File: config.mk
export PLATFORM = sky130hd
export DESIGN_NAME = tbank_interleaver
export DESIGN_NICKNAME = d
export VERILOG_FILES = /design/src/rtl/tbank_pkg.sv /design/src/rtl/tbank_ctrl.sv /design/src/rtl/tbank_datapath.sv /design/src/rtl/tbank_interleaver.sv
export SDC_FILE = /design/constraint.sdc
export NUM_CORES = 1
export LEC_CHECK = 0
export ABC_AREA = 0
export BUFFER_PORTS_ARGS = -buffer_cell sky130_fd_sc_hd__buf_2
export CORE_ASPECT_RATIO = 0.9
export CORE_UTILIZATION = 65
export CTS_BUF_LIST = sky130_fd_sc_hd__clkbuf_2
export CTS_CLUSTER_SIZE = 24
export DETAILED_ROUTE_END_ITERATION = 12
export PLACE_DENSITY = 0.93
export SETUP_SLACK_MARGIN = 0.15
export SLEW_MARGIN = 10
export SYNTH_ARGS = -nofsm -noshare
export SYNTH_HDL_FRONTEND = slang
export SYNTH_SLANG_ARGS = --single-unit
File: constraint.sdc
create_clock -name clk -period 6.4 [get_ports clk]
set_input_delay 1.28 -clock clk [delete_from_list [all_inputs] [get_ports clk]]
set_output_delay 1.28 -clock clk [all_outputs]
set_load 0.02 [all_outputs]
File: src/rtl/tbank_pkg.sv
package tbank_pkg;
  localparam int IDX_BITS = 8;

  typedef struct packed {
    logic                flush;
    logic                accept;
    logic                pop;
    logic                sop;
    logic [IDX_BITS-1:0] popIdx;
    logic [IDX_BITS:0]   chanCount;
  } tbank_strobe_t;
endpackage

File: src/rtl/tbank_ctrl.sv
module tbank_ctrl
  import tbank_pkg::*;
#(
  parameter int NUM_CH = 4,
  parameter int LEN_W  = 8,
  parameter int FREQ_W = 24,
  parameter int GAIN_W = 8,
  parameter int CH_W   = $clog2(NUM_CH + 1)
) (
  input  logic                     clk,
  input  logic                     rstN,
  input  logic                     startReq,
  input  logic                     stopReq,
  input  logic [LEN_W-1:0]         cfgPktLen,
  input  logic [CH_W-1:0]          cfgChanCount,
  input  logic [NUM_CH-1:0]        notEmpty,
  output tbank_strobe_t            strobe,
  output logic                     running,
  input  logic                     setWe,
  input  logic [CH_W-1:0]          setSel,
  input  logic                     setIsGain,
  input  logic [FREQ_W-1:0]        setValue,
  input  logic                     spacedMode,
  input  logic [FREQ_W-1:0]        chanSpacing,
  output logic [NUM_CH*FREQ_W-1:0] chFreq,
  output logic [NUM_CH*GAIN_W-1:0] chGain
);
  localparam int IDX_W = (NUM_CH > 1) ? $clog2(NUM_CH) : 1;

  logic [LEN_W-1:0] pktLenQ;
  logic [LEN_W-1:0] wordCnt;
  logic [CH_W-1:0]  countQ;
  logic [IDX_W-1:0] curCh;
  logic [CH_W-1:0]  curChExt;
  logic             popNow;
  logic             lastWord;
  logic             lastCh;

  assign curChExt = CH_W'(curCh);
  assign lastWord = (wordCnt + LEN_W'(1)) == pktLenQ;
  assign lastCh   = (curChExt + CH_W'(1)) == countQ;
  assign popNow   = running && !startReq && !stopReq && notEmpty[curCh];

  always_comb begin
    strobe.flush     = startReq;
    strobe.accept    = running && !startReq && !stopReq;
    strobe.pop       = popNow;
    strobe.sop       = (wordCnt == '0);
    strobe.popIdx    = IDX_BITS'(curCh);
    strobe.chanCount = (IDX_BITS + 1)'(countQ);
  end

  always_ff @(posedge clk) begin
    if (!rstN) begin
      running <= 1'b0;
      pktLenQ <= LEN_W'(1);
      countQ  <= CH_W'(NUM_CH);
      curCh   <= '0;
      wordCnt <= '0;
    end else if (startReq) begin
      running <= 1'b1;
      pktLenQ <= (cfgPktLen == '0) ? LEN_W'(1) : cfgPktLen;
      countQ  <= (cfgChanCount == '0 || cfgChanCount > CH_W'(NUM_CH)) ? CH_W'(NUM_CH) : cfgChanCount;
      curCh   <= '0;
      wordCnt <= '0;
    end else if (stopReq) begin
      running <= 1'b0;
    end else if (popNow) begin
      if (lastWord) begin
        wordCnt <= '0;
        curCh   <= lastCh ? '0 : curCh + IDX_W'(1);
      end else begin
        wordCnt <= wordCnt + LEN_W'(1);
      end
    end
  end

  // settings: per-channel gain/frequency, base for spaced mode
  logic [GAIN_W-1:0] gainReg [NUM_CH];
  logic [FREQ_W-1:0] freqReg [NUM_CH];
  logic [FREQ_W-1:0] baseQ;

  always_ff @(posedge clk) begin
    if (!rstN) begin
      baseQ <= '0;
      for (int k = 0; k < NUM_CH; k++) begin
        gainReg[k] <= '0;
        freqReg[k] <= '0;
      end
    end else if (setWe) begin
      if (setIsGain) begin
        for (int k = 0; k < NUM_CH; k++)
          if (setSel == '0 || setSel == CH_W'(k + 1)) gainReg[k] <= setValue[GAIN_W-1:0];
      end else if (spacedMode) begin
        if (setSel == '0) baseQ <= setValue;
      end else begin
        for (int k = 0; k < NUM_CH; k++)
          if (setSel == '0 || setSel == CH_W'(k + 1)) freqReg[k] <= setValue;
      end
    end
  end

  for (genvar g = 0; g < NUM_CH; g++) begin : g_set
    assign chGain[g*GAIN_W +: GAIN_W] = gainReg[g];
    assign chFreq[g*FREQ_W +: FREQ_W] = spacedMode ? (baseQ + FREQ_W'(g) * chanSpacing) : freqReg[g];
  end

  // latched configuration holds for a whole run
  assert_cfg_held_R4: assert property (@(posedge clk) disable iff (!rstN)
    (running && $past(running) && !$past(startReq)) |-> ($stable(pktLenQ) && $stable(countQ)));

  // word counter never reaches the packet length
  assert_word_bound_R2: assert property (@(posedge clk) disable iff (!rstN)
    running |-> (wordCnt < pktLenQ));

  // current channel stays inside the active set
  assert_chan_bound_R2: assert property (@(posedge clk) disable iff (!rstN)
    running |-> (curChExt < countQ));
endmodule

File: src/rtl/tbank_datapath.sv
module tbank_datapath
  import tbank_pkg::*;
#(
  parameter int NUM_CH = 4,
  parameter int DATA_W = 16,
  parameter int DEPTH  = 8,
  parameter int CH_W   = $clog2(NUM_CH + 1)
) (
  input  logic                     clk,
  input  logic                     rstN,
  input  tbank_strobe_t            strobe,
  input  logic [NUM_CH-1:0]        inValid,
  input  logic [NUM_CH*DATA_W-1:0] inData,
  output logic [NUM_CH-1:0]        notEmpty,
  output logic                     outValid,
  output logic                     outSop,
  output logic [CH_W-1:0]          outChan,
  output logic [DATA_W-1:0]        outData,
  output logic                     overflowErr
);
  localparam int PTR_W = $clog2(DEPTH);
  localparam int CNT_W = $clog2(DEPTH + 1);
  localparam int IDX_W = (NUM_CH > 1) ? $clog2(NUM_CH) : 1;

  logic [DATA_W-1:0] headData [NUM_CH];
  logic [NUM_CH-1:0] ovfHit;

  for (genvar g = 0; g < NUM_CH; g++) begin : g_fifo
    logic [DATA_W-1:0] mem [DEPTH];
    logic [PTR_W-1:0]  wrPtr, rdPtr;
    logic [CNT_W-1:0]  cnt;
    logic pushReq, full, doPush, doPop;

    assign pushReq = strobe.accept && inValid[g] && ((IDX_BITS + 1)'(g) < strobe.chanCount);
    assign full    = (cnt == CNT_W'(DEPTH));
    assign doPush  = pushReq && !full;
    assign doPop   = strobe.pop && (strobe.popIdx == IDX_BITS'(g));
    assign ovfHit[g]   = pushReq && full;
    assign notEmpty[g] = (cnt != '0);
    assign headData[g] = mem[rdPtr];

    always_ff @(posedge clk) begin
      if (doPush) mem[wrPtr] <= inData[g*DATA_W +: DATA_W];
    end

    always_ff @(posedge clk) begin
      if (!rstN || strobe.flush) begin
        wrPtr <= '0;
        rdPtr <= '0;
        cnt   <= '0;
      end else begin
        if (doPush) wrPtr <= wrPtr + PTR_W'(1);
        if (doPop)  rdPtr <= rdPtr + PTR_W'(1);
        case ({doPush, doPop})
          2'b10:   cnt <= cnt + CNT_W'(1);
          2'b01:   cnt <= cnt - CNT_W'(1);
          default: cnt <= cnt;
        endcase
      end
    end

    // occupancy never exceeds the FIFO depth
    assert_no_overflow_R6: assert property (@(posedge clk) disable iff (!rstN)
      cnt <= CNT_W'(DEPTH));
  end

  always_ff @(posedge clk) begin
    if (!rstN) begin
      outValid    <= 1'b0;
      outSop      <= 1'b0;
      outChan     <= '0;
      outData     <= '0;
      overflowErr <= 1'b0;
    end else begin
      outValid <= strobe.pop;
      if (strobe.pop) begin
        outSop  <= strobe.sop;
        outChan <= CH_W'(strobe.popIdx) + CH_W'(1);
        outData <= headData[strobe.popIdx[IDX_W-1:0]];
      end else begin
        outSop <= 1'b0;
      end
      if (strobe.flush)   overflowErr <= 1'b0;
      else if (|ovfHit)   overflowErr <= 1'b1;
    end
  end

  // error flag only clears through a start
  assert_sticky_err_R6: assert property (@(posedge clk) disable iff (!rstN)
    ($past(overflowErr) && !$past(strobe.flush)) |-> overflowErr);

  // output only follows a cycle in which the bank was accepting
  assert_out_gated_R7: assert property (@(posedge clk) disable iff (!rstN)
    outValid |-> $past(strobe.accept));

  // output channel lies within the active set
  assert_out_chan_R5: assert property (@(posedge clk) disable iff (!rstN)
    outValid |-> (outChan != '0 && (IDX_BITS + 1)'(outChan) <= strobe.chanCount));
endmodule

File: src/rtl/tbank_interleaver.sv
module tbank_interleaver
  import tbank_pkg::*;
#(
  parameter int NUM_CH = 4,
  parameter int DATA_W = 16,
  parameter int DEPTH  = 8,
  parameter int LEN_W  = 8,
  parameter int FREQ_W = 24,
  parameter int GAIN_W = 8,
  localparam int CH_W  = $clog2(NUM_CH + 1)
) (
  input  logic                     clk,
  input  logic                     rstN,
  input  logic                     startReq,
  input  logic                     stopReq,
  input  logic [LEN_W-1:0]         cfgPktLen,
  input  logic [CH_W-1:0]          cfgChanCount,
  input  logic [NUM_CH-1:0]        inValid,
  input  logic [NUM_CH*DATA_W-1:0] inData,
  output logic                     outValid,
  output logic                     outSop,
  output logic [CH_W-1:0]          outChan,
  output logic [DATA_W-1:0]        outData,
  output logic                     running,
  output logic                     overflowErr,
  input  logic                     setWe,
  input  logic [CH_W-1:0]          setSel,
  input  logic                     setIsGain,
  input  logic [FREQ_W-1:0]        setValue,
  input  logic                     spacedMode,
  input  logic [FREQ_W-1:0]        chanSpacing,
  output logic [NUM_CH*FREQ_W-1:0] chFreq,
  output logic [NUM_CH*GAIN_W-1:0] chGain
);
  tbank_strobe_t     strobe;
  logic [NUM_CH-1:0] notEmpty;

  tbank_ctrl #(.NUM_CH(NUM_CH), .LEN_W(LEN_W), .FREQ_W(FREQ_W), .GAIN_W(GAIN_W), .CH_W(CH_W)) u_ctrl (
    .clk(clk), .rstN(rstN), .startReq(startReq), .stopReq(stopReq),
    .cfgPktLen(cfgPktLen), .cfgChanCount(cfgChanCount), .notEmpty(notEmpty),
    .strobe(strobe), .running(running),
    .setWe(setWe), .setSel(setSel), .setIsGain(setIsGain), .setValue(setValue),
    .spacedMode(spacedMode), .chanSpacing(chanSpacing), .chFreq(chFreq), .chGain(chGain)
  );

  tbank_datapath #(.NUM_CH(NUM_CH), .DATA_W(DATA_W), .DEPTH(DEPTH), .CH_W(CH_W)) u_dp (
    .clk(clk), .rstN(rstN), .strobe(strobe), .inValid(inValid), .inData(inData),
    .notEmpty(notEmpty), .outValid(outValid), .outSop(outSop), .outChan(outChan),
    .outData(outData), .overflowErr(overflowErr)
  );
endmodule

**Yosys cells after proc, flatten, opt, wreduce, memory -nomap -nowiden**

Memory sizes are Yosys's and may differ from the RTL's. A register that Yosys moved wholly into a read port is not among the register bits.
Index checks and enable logic that the tools add are counted.

- $add $sub $neg: 22
- Multiply operators: 1
- $lt $le $gt $ge: 7
- Eq/ne operators: 21
- Muxes and demuxes: 84
- Bitwise logic cells: 12
- Reductions and logical operators: 56

Operators by type and width:

| operator | number |
|---|---|
| $mux 24 | 8 |
| $add 24x24->24 | 3 |
| $mux 1 | 52 |
| $mux 8 | 6 |
| $bmux 16 s2 | 1 |
| $mux 16 | 2 |
| $pmux 4 s2 | 4 |
| $mux 3 | 9 |
| $add 3x1->3 const B | 8 |
| $logic_not 8->1 | 3 |
| $mul 2x24->24 const A | 1 |
| $logic_and 1x1->1 | 23 |
| $add 4x1->4 const B | 4 |
| $eq 4x4->1 const B | 4 |
| $reduce_bool 4->1 | 4 |
| $sub 4x1->4 const B | 4 |
| $eq 2x2->1 const B | 6 |
| $eq 2x1->1 const B | 5 |
| $reduce_bool 2->1 | 5 |
| $add 8x1->8 const B | 1 |
| $eq 8x8->1 | 1 |
| $or 1x1->1 | 8 |
| $logic_not 1->1 | 7 |
| $eq 3x2->1 const B | 2 |
| other kinds (21) | 32 |

- Bits in registers: 108
- Bits in writable memories: 640
- Input port bits: 137
- Output and inout bits: 151
- Logic and storage cells: 232
- Memories kept: 6

Memory list:

| memory | words | bits a word | read ports | clocked after memory_dff | write ports | RTL line | RTL |
|---|---|---|---|---|---|---|---|
| u_dp.g_fifo[0].mem | 8 | 16 | 1 | 1 | 1 | tbank_datapath.sv:29 | `logic [DATA_W-1:0] mem [DEPTH];` |
| u_dp.g_fifo[1].mem | 8 | 16 | 1 | 1 | 1 | tbank_datapath.sv:29 |  |
| u_dp.g_fifo[2].mem | 8 | 16 | 1 | 1 | 1 | tbank_datapath.sv:29 |  |
| u_dp.g_fifo[3].mem | 8 | 16 | 1 | 1 | 1 | tbank_datapath.sv:29 |  |
| u_ctrl.freqReg | 4 | 24 | 4 | 0 | 4 | tbank_ctrl.sv:80 | `logic [FREQ_W-1:0] freqReg [NUM_CH];` |
| u_ctrl.gainReg | 4 | 8 | 4 | 0 | 4 | tbank_ctrl.sv:79 | `logic [GAIN_W-1:0] gainReg [NUM_CH];` |

**Depth between registers and ports, before layout**

- Word-level depth: 9
- Mapped depth: 15

**Cells and area by module**

From an unflattened synthesis, not the netlist that was laid out.

- Cells, all modules: 2,464
- Area, all modules: 35,136.2 µm²

Modules (own cells, without submodules):

| module | instances | cells each | area an instance (µm²) | sequential area each (µm²) |
|---|---|---|---|---|
| tbank_datapath | 1 | 1,240 | 23,062.1 | 16,856.2 |
| tbank_ctrl | 1 | 1,224 | 12,074.1 | 4,764.6 |

**Least setup slack after synthesis**

Ideal clock, no wire load.

- Path type: input to output
- Start: input chanSpacing[0]
- End: output chFreq[93]
- Arrival time: 4.081 ns
- Slack: 1.039 ns
- Cell stages on the path: 11
- Buffers on the path: 0
- Path through: fa_1 > ha_1 > inv_1 > fa_1 > nand2b_1 > a211oi_1 > o21bai_1 > a21oi_1 > o41a_1 > a21oi_1 > o311ai_1

- Cells in the longest elaborated chain, start to end: 3

Ends and longest elaborated chain:

| what | RTL line | RTL |
|---|---|---|
| start: declaration | tbank_interleaver.sv:31 | `input logic [FREQ_W-1:0] chanSpacing,` |
| $mul 2x24->24 | tbank_ctrl.sv:105 | `assign chFreq[g*FREQ_W +: FREQ_W] = spacedMode ? (baseQ + FREQ_W'(g) * chanSpacing) : freqReg[g];` |
| $add 24x24->24 | tbank_ctrl.sv:105 |  |
| $mux 24 | tbank_ctrl.sv:105 |  |
| end: declaration | tbank_interleaver.sv:32 | `output logic [NUM_CH*FREQ_W-1:0] chFreq,` |

No other way between the ends.

**Worst setup path after layout**

- Start: register u_ctrl.baseQ[6]
- End: output chFreq[93]

- Cells in the longest elaborated chain, start to end: 2

Ends and longest elaborated chain:

| what | RTL line | RTL |
|---|---|---|
| start: declaration | tbank_ctrl.sv:81 | `logic [FREQ_W-1:0] baseQ;` |
| start signal: assignment | tbank_ctrl.sv:95 | `if (setSel == '0) baseQ <= setValue;` |
| $add 24x24->24 | tbank_ctrl.sv:105 |  |
| $mux 24 | tbank_ctrl.sv:105 |  |

No other way between the ends.

==> results.txt <==
die area = 54,500 sq um
GR Layer Usage met3 = 0.103
vias in the first global route = 23,529
Avg Cell Area, Syn = 14.8 sq um
fraction of layout instances using a drive strength above 1 = 0.302
H-tree depth = 4
TritonCTS clock tree = done
DP Area = 37,100 sq um
Post-CTS Setup Bufs = 0
Yosys warnings = 0
skew final = 0.111 ns
async set-reset flop share out of synthesis = 0
sequential area share after synthesis = 0.621
I/O Pins = 288
Arr. time, crit path = 4.64 ns
met2 Usage GRT = 0.588
Worst-Skew Late Latency = 1.43 ns
worst-path maximum fanout = 5
FP Rows = 80
CP peak stage delay = 0.57 ns
M1 GR Usage = 0.467
global-route wire length before repair = 146,000 um
vias after detailed routing = 23,580
Hold Vio Cnt, Final = 0
max frequency = 169 MHz
Critical Path End Type = output port
RSZ-0062 raised after global routing = no
initial antenna violation count = 15
pre-CTS setup slack = 0.753 ns
final instance area = 38,900 sq um
worst setup path class = reg2out
antenna viol nets, final = 0
period utilisation layout = 0.924
post-synth net total = 2,606
DR DRC count = 0
Setup WS post-layout = 0.484 ns
port buffer count = 287
HP Class = in2reg
dpl hpwl = 67,100 um
Die W = 246 um
mapped cell area = 34,800 sq um
clock-pin slew on the worst setup and hold paths = 0.17 ns
dominant cell type by area after synthesis = edfxtp_1
DRT Wirelength = 100,000 um
Initial Util = 0.657
startpoint types = register
largest net degree at the start of global routing = 62
Avg WL per Cell = 27.9 um
Die Y = 222 um
fin nets = 2,993
Post-synth EDFFs = 640
gr usage total = 0.369
Synth cell types = 75
grt ovf = 0
WP buf/inv = 2
Synth Flop Type = edfxtp_1
initial DRC count = 2,852
Power Total = 9570 uW
post-synth top area share = 0.552
Peak supply drop = 230 uV
Cell Pwr Density = 246 nW/um^2
commonest non-fill, non-tap cell in the layout = edfxtp_1
DRT Pass-1 Iters = 7
Tightest Pin Transition = 1.28 ns
CTS Root Cell = clkbuf_2
number of CTS-inserted buffers = 175
most used routing layer = met2
Setup TNS = 0 ns
critical path's top delay family = compound AO/OA/AOI/OAI gates
worst path cell trace = fa_1, ha_1, a21o_1, and2_1, o21bai_1, a21oi_1, buf_4, o41a_1, a211o_1, o311ai_1, buf_2
Slew headroom = 0.144
Pins Over Slew Limit = 0
slowest CP cell = dfxtp_1
most frequent cells in the layout = edfxtp_1, buf_2, clkbuf_2
Core Box Area = 53,000 sq um
synthesized flop and latch total = 760
Cells after Synth = 2,346
min cycle time layout = 5.92 ns
leakage power = 0.0142 uW
clk buf depth = 3
Setup Viol. Count Final = 0
RePlAce Congestion = 0.961
status = complete, no violations
area grow syn2layout = 11.8%
Req. time, crit path = 5.12 ns
synth top area cells = edfxtp_1, mux4_2, dfxtp_1
vias per cell = 6.57
clk sink count = 760
Max Cap Viol = 0
[repair_timing]
action	in CTS	in global routing
setup endpoints to repair	0	3
hold buffers	1	0
endpoints found under the hold margin	6	0
gates resized for setup	0	1
[per-stage QoR]
stage | cells | hold WS [ns] | utilization
after floorplan | 2346 | 0.454 | -
after global placement | 3252 | 0.464 | 0.701
after detailed placement | 3252 | 0.473 | 0.701
after CTS | 3573 | 0.00450 | 0.734
after global routing | 3582 | 0.0537 | 0.735
final | 3587 | 0.124 | 0.735
[worst reg2reg max path, cell delays in order (launching register included)]
cell      delay [ns]
dfxtp_1         0.48
clkinv_1        0.80
a221oi_1        0.57
o21a_2          0.76
nand2_1         0.27
inv_1           0.19
ha_1            0.23
ha_1            0.27
a21o_1          0.19
a21oi_1         0.20
xnor2_1         0.12
or3_1           0.35
a21oi_1         0.17
[report_power, final]
part	internal [uW]	switching, uW
registers	5410	26.2
clock network	1310	2050
logic	262	509
[routing by layer]
layer,up-vias,wire length [um]
li1,9862,-
met1,11565,34800
met2,1810,48500
met3,335,11700
met4,8,5040
met5,-,59
[flip-flops by register name, summed over array words and instances (netlist names), 12 cells and up, named ones only]
| name | count |
|---|---|
| u_dp.g_fifo.mem | 512 |
| u_ctrl.freqReg | 96 |
| u_ctrl.gainReg | 32 |
| u_ctrl.baseQ | 24 |
| u_dp.g_fifo.cnt | 16 |
| u_dp.outData | 16 |
| u_dp.g_fifo.rdPtr | 12 |
| u_dp.g_fifo.wrPtr | 12 |
[synth_stat cells, types with 5 or more instances]
master,number
a211o_1,5
a211oi_1,12
a21boi_0,19
a21boi_1,8
a21o_1,35
a21oi_1,94
and2_1,136
and3_1,7
buf_1,23
buf_2,17
buf_4,14
clkbuf_1,53
dfxtp_1,120
edfxtp_1,640
fa_1,29
ha_1,94
inv_1,55
mux2_2,59
mux2i_1,77
mux4_2,144
nand2_1,166
nand2b_1,18
nand3_1,31
nand4_1,13
nor2_1,113
nor2b_1,22
nor3_1,35
nor3b_1,6
nor4_1,8
o211a_1,18
o211ai_1,7
o21a_1,19
o21ai_0,51
o21bai_1,10
o22ai_1,5
o311ai_0,6
o31ai_1,13
or2_2,6
or3_1,6
or4_1,5
xnor2_1,49
xor2_1,41
[logic make-up (layout without fill, tap and decap cells)]
family                     count (synthesis)  after routing  synth area share
DFF                                      760            760             0.621
buffers and inverters                    165            695            0.0200
other                                      0             14                 0
AOI/OAI and AO/OA                        341            341            0.0667
and+or+nand+nor                          587            587            0.0845
xor gates and xnor gates                  90             90            0.0226
muxes                                    280            280             0.134
adders and majority gates                123            123            0.0505
[area by class of cell]
type,count,area [sq um]
Clock buffer,271,1360
Fill cell,3115,14000
Sequential cell,760,21600
Multi-Input combinational cell,1421,12800
Inverter,57,214
Timing Repair Buffer,318,1670
Clock inverter,49,358
Tap cell,697,872
Antenna cell,14,35.0
[path summary, 6_finish.rpt]
kind	slack, ns	end	cells after the start	from
hold / removal	0.12	u_dp.g_fifo[0].mem[7][8]	1	inData[8]
hold reg to reg	0.49	u_dp.outChan[2]	2	u_dp.outChan[2]
setup reg to reg	1.75	u_dp.g_fifo[1].cnt[3]	12	u_ctrl.curCh[1]
setup / recovery	0.48	chFreq[93]	11	u_ctrl.baseQ[6]
Power figures use the tool's default switching activity.
